<file path="config.mk">
export PLATFORM = sky130hd
export DESIGN_NAME = ctx_shadow_save
export DESIGN_NICKNAME = d
export VERILOG_FILES = /design/src/rtl/ctx_shadow_pkg.sv /design/src/rtl/ctx_capture_ctrl.sv /design/src/rtl/ctx_shadow_slot.sv /design/src/rtl/ctx_restore_out.sv /design/src/rtl/ctx_shadow_save.sv
export SDC_FILE = /design/constraint.sdc
export NUM_CORES = 1
export LEC_CHECK = 0
export ABC_AREA = 0
export BUFFER_PORTS_ARGS = -buffer_cell sky130_fd_sc_hd__buf_4
export CORE_ASPECT_RATIO = 1.2
export CORE_MARGIN = 1
export CORE_UTILIZATION = 51
export DETAILED_ROUTE_END_ITERATION = 6
export PLACE_DENSITY_LB_ADDON = 0.3
export REMOVE_ABC_BUFFERS = 1
export SYNTH_ARGS = -nofsm -noshare
export SYNTH_HDL_FRONTEND = slang
export SYNTH_HIERARCHICAL = 1
export SYNTH_SLANG_ARGS = --single-unit
</file>
<file path="constraint.sdc">
create_clock -name clk -period 1 [get_ports clk]
set_clock_uncertainty 0.15 [all_clocks]
set_input_delay 0 -clock clk [delete_from_list [all_inputs] [get_ports clk]]
set_output_delay 0 -clock clk [all_outputs]
set_load 0.03 [all_outputs]
</file>
<file path="src/rtl/ctx_shadow_pkg.sv">
package ctx_shadow_pkg;
  typedef enum logic [1:0] {
    CAP_NONE   = 2'd0,
    CAP_VECTOR = 2'd1,
    CAP_FCALL  = 2'd2,
    CAP_BOTH   = 2'd3
  } cap_src_e;
endpackage

</file>
<file path="src/rtl/ctx_capture_ctrl.sv">
module ctx_capture_ctrl
  import ctx_shadow_pkg::*;
(
  input  logic     vec_stb,
  input  logic     fcall_stb,
  input  logic     fret_stb,
  output cap_src_e cap_src,
  output logic     rest_en
);
  always_comb begin
    unique case ({fcall_stb, vec_stb})
      2'b01:   cap_src = CAP_VECTOR;
      2'b10:   cap_src = CAP_FCALL;
      2'b11:   cap_src = CAP_BOTH;
      default: cap_src = CAP_NONE;
    endcase
    rest_en = fret_stb;
  end
endmodule

</file>
<file path="src/rtl/ctx_shadow_slot.sv">
module ctx_shadow_slot #(
  parameter int W = 8
) (
  input  logic         clk,
  input  logic         rst_n,
  input  logic         cap_en,
  input  logic [W-1:0] live_d,
  output logic [W-1:0] held_q
);
  logic [W-1:0] held_nxt;

  always_comb begin
    held_nxt = held_q;
    if (cap_en) held_nxt = live_d;
  end

  always_ff @(posedge clk or negedge rst_n) begin
    if (!rst_n) held_q <= '0;
    else        held_q <= held_nxt;
  end
endmodule

</file>
<file path="src/rtl/ctx_restore_out.sv">
module ctx_restore_out #(
  parameter int W = 20
) (
  input  logic         clk,
  input  logic         rst_n,
  input  logic         ld_en,
  input  logic [W-1:0] src_d,
  output logic [W-1:0] out_q,
  output logic         vld_q
);
  logic [W-1:0] out_nxt;
  logic         vld_nxt;

  always_comb begin
    out_nxt = out_q;
    vld_nxt = ld_en;
    if (ld_en) out_nxt = src_d;
  end

  always_ff @(posedge clk or negedge rst_n) begin
    if (!rst_n) begin
      out_q <= '0;
      vld_q <= 1'b0;
    end else begin
      out_q <= out_nxt;
      vld_q <= vld_nxt;
    end
  end
endmodule

</file>
<file path="src/rtl/ctx_shadow_save.sv">
module ctx_shadow_save
  import ctx_shadow_pkg::*;
#(
  parameter int STAT_W = 8,
  parameter int WORK_W = 8,
  parameter int BANK_W = 4
) (
  input  logic              clk,
  input  logic              rst_n,
  input  logic [STAT_W-1:0] stat_live,
  input  logic [WORK_W-1:0] work_live,
  input  logic [BANK_W-1:0] bank_live,
  input  logic              vec_stb,
  input  logic              fcall_stb,
  input  logic              fret_stb,
  output logic [STAT_W-1:0] stat_rest,
  output logic [WORK_W-1:0] work_rest,
  output logic [BANK_W-1:0] bank_rest,
  output logic              rest_vld
);
  localparam int NUM_F = 3;
  localparam int TOT_W = STAT_W + WORK_W + BANK_W;
  localparam int FLD_W  [NUM_F] = '{BANK_W, WORK_W, STAT_W};
  localparam int FLD_LO [NUM_F] = '{0, BANK_W, BANK_W + WORK_W};

  cap_src_e         cap_src;
  logic             cap_en;
  logic             rest_en;
  logic [TOT_W-1:0] live_vec;
  logic [TOT_W-1:0] shadow_q;
  logic [TOT_W-1:0] rest_vec;

  assign live_vec = {stat_live, work_live, bank_live};
  assign cap_en   = (cap_src != CAP_NONE);

  ctx_capture_ctrl ctrl_i (
    .vec_stb   (vec_stb),
    .fcall_stb (fcall_stb),
    .fret_stb  (fret_stb),
    .cap_src   (cap_src),
    .rest_en   (rest_en)
  );

  for (genvar gi = 0; gi < NUM_F; gi++) begin : g_slot
    ctx_shadow_slot #(.W(FLD_W[gi])) slot_i (
      .clk    (clk),
      .rst_n  (rst_n),
      .cap_en (cap_en),
      .live_d (live_vec[FLD_LO[gi] +: FLD_W[gi]]),
      .held_q (shadow_q[FLD_LO[gi] +: FLD_W[gi]])
    );
  end

  ctx_restore_out #(.W(TOT_W)) rout_i (
    .clk   (clk),
    .rst_n (rst_n),
    .ld_en (rest_en),
    .src_d (shadow_q),
    .out_q (rest_vec),
    .vld_q (rest_vld)
  );

  assign {stat_rest, work_rest, bank_rest} = rest_vec;
endmodule

</file>
==> results.toml <==
[clock_tree]
cts_sinks = 41
clk_pin_slew_ns = 0.12
cts_buffers = 5
cts.path.max_buffers = 2
cts_tree = "built"
htreeDepth = 2
hold_buffers = 21
cts_root_buffer = "clkbuf_4"
insertion_delay_ns = 0.34

[place]
gp_congestion = 0.643
hpwl_mm = 1.65
dpl.cell_count = 164
numPortBuffers = 45
place_area_sq_um = 2020

[power_and_ir_drop]
ir_drop_mv = 1.15
leakage_nw = 1.24
p_per_area_nw_per_um2 = 1610

[drt]
num_vias = 978
first_pass_iters = 3
drc = 0
via_per_inst = 4.79
drt-total-wl_mm = 3.04
wl_per_cell_um = 14.9
first_iter_violations = 4
ant_nets = 0

[critical_path]
end_kind = "output port"
r2r_setup_slack_ns = -0.06
slowest_stage = "dfrtp_1"
r2r-start = "rout_i/out_q[18]$_DFFE_PN0P_"
worstPathCellList = "buf_6"
crit_arrival_ns = 0.92
cpPeakStageDelay_ns = 0.43
worst-path-buf-inv = 1
path_delay_family = "flip-flops"
crit_fanout = 2
cp.required_ns = 0.85
crit_start = "rout_i/out_q[14]$_DFFE_PN0P_"
worstSetupPathType = "reg2out"
startpoint_type = "flip-flop"

[timing]
setup_viol = 32
hold_violations = 1
holdWs_ns = -0.170
setup_slack_ns = -0.0705
min_period_ns = 1.07
final.period_utilization_pct = 107
fmax_mhz = 934
rsz0062_at_grt = "yes"
tightest_slew_ns = 0.504
relSlewSlack_pct = 66.4
slew_viol_final = 0

[grt]
met2_usage_pct = 32.0
met3_usage_pct = 7.28
grt_max_degree = 42
grt-ovfl-total = 0
grt_pass1_wl_mm = 5.20
grt_pass1_vias = 1095
track_usage_pct = 21.6
top_usage_layer = "met2"
antenna_found_initial = 0
use_met1_pct = 28.9

[finish]
nFillCells = 179
syn_to_final_growth_pct = 47.7
nNetsFinal = 192
ff_latch_area_sq_um = 1030
multi_input_area_sq_um = 592
final_area_sq_um = 2480
drive_gt1_share_pct = 62.5
final_cells = 204
n_antenna_cell = 0

[floorplan]
rows = 22
ios = 46
die_area_sq_um = 3520
start_util_pct = 53.9
die_y_um = 64.8
core_area_sq_um = 3110
die_x_um = 54.4

[yosys]
ys_seq_elements = 41
yosysSeqAreaShare_pct = 61.1
ys_warn_count = 6
synthCells = 89
synth_area_sq_um = 1680
syn_area_per_cell_sq_um = 18.9
yosysUniqueCellTypes = 7

[min_path]
hold_path.startpoint = "fret_stb"
hp-class = "in2reg"

[run]
maxCapViolCount = 0

[run_status]
status = "finished, violations left"
violations = "negative hold slack, negative setup slack"
flip-flops by register name, indices dropped and copies added, names as in the netlist:
name,count
g_slot.slot_i/held_q,20
rout_i/out_q,20
rout_i/vld_q,1
what timing repair did:
| action | in CTS | in global routing |
|---|---|---|
| gates cloned | 0 | 0 |
| pin swaps | 0 | 0 |
| gates resized for setup | 21 | 4 |
| buffers inserted | 9 | 2 |
| endpoints found under the setup margin | 21 | 30 |
| hold endpoints to repair | 82 | 19 |
worst paths after layout:
path / endpoint / cells after the start
setup / recovery: stat_rest[2] / 1
hold / removal: rout_i/vld_q$_DFF_PN0_ / 1
setup reg to reg: rout_i/out_q[18]$_DFFE_PN0P_ / 2
hold reg to reg: rout_i/out_q[16]$_DFFE_PN0P_ / 1
max in group asynchronous: rout_i/out_q[18]$_DFFE_PN0P_ / 2
min in group asynchronous: g_slot[1].slot_i/held_q[6]$_DFFE_PN0P_ / 2
cells in the final DEF, fill, tap and decap left out:
master / n
dfrtp_1: 41
buf_4: 31
mux2_4: 36
mux2_2: 4
dlygate4sd3_1: 21
clkinv_2: 1
clkbuf_4: 5
or2_1: 1
clkbuf_8: 2
buf_6: 25
buf_12: 1
synthesized netlist by cell type:
master	n	share of area [%]
buf_6	4	2.7
clkbuf_1	2	0.45
dfrtp_1	41	61
or2_1	1	0.37
mux2_2	4	2.7
mux2_4	36	32
buf_4	1	0.45
logic make-up after synthesis:
group	Yosys count	synth area share, %
DFF	41	61.1
muxes	40	34.9
and+or+nand+nor	1	0.373
buffers and inverters	7	3.58
stage by stage:
| step | utilization (%) | power (W) | hold WS [ns] | setup TNS [ns] | worst slack, ns |
|---|---|---|---|---|---|
| global route | 79.6 | 0.00419 | -0.198 | -2.97 | -0.127 |
| floorplan | - | 0.00247 | -0.446 | -7.09 | -0.363 |
| CTS | 78.7 | 0.00399 | -0.190 | -1.83 | -0.0898 |
| finish | 79.6 | 0.00398 | -0.170 | -1.53 | -0.0705 |
| detailed placement | 65.0 | 0.00283 | -0.140 | -2.21 | -0.118 |
| global placement | 65.0 | 0.00281 | -0.157 | -1.98 | -0.108 |
report_power, final:
group | switching, W | internal [W] | total [W] | leakage [nW]
registers | 0.000125 | 0.00184 | 0.00196 | 0.479
clock network | 0.000523 | 0.000408 | 0.000931 | 0.0413
logic | 0.000436 | 0.000656 | 0.00109 | 0.724
final cells by class:
class / instances / share of cell area, %
Clock buffer: 7 / 2.63
Clock inverter: 1 / 0.202
Multi-Input combinational cell: 41 / 23.9
Sequential cell: 41 / 41.4
Tap cell: 36 / 1.82
Timing Repair Buffer: 78 / 30.1
routing by layer:
layer,vias up,share of wire [%]
met2,30,50
met3,6,4.1
met1,483,44
li1,459,-
met4,0,1.8
met5,-,0
(Power assumes the default switching activity.)
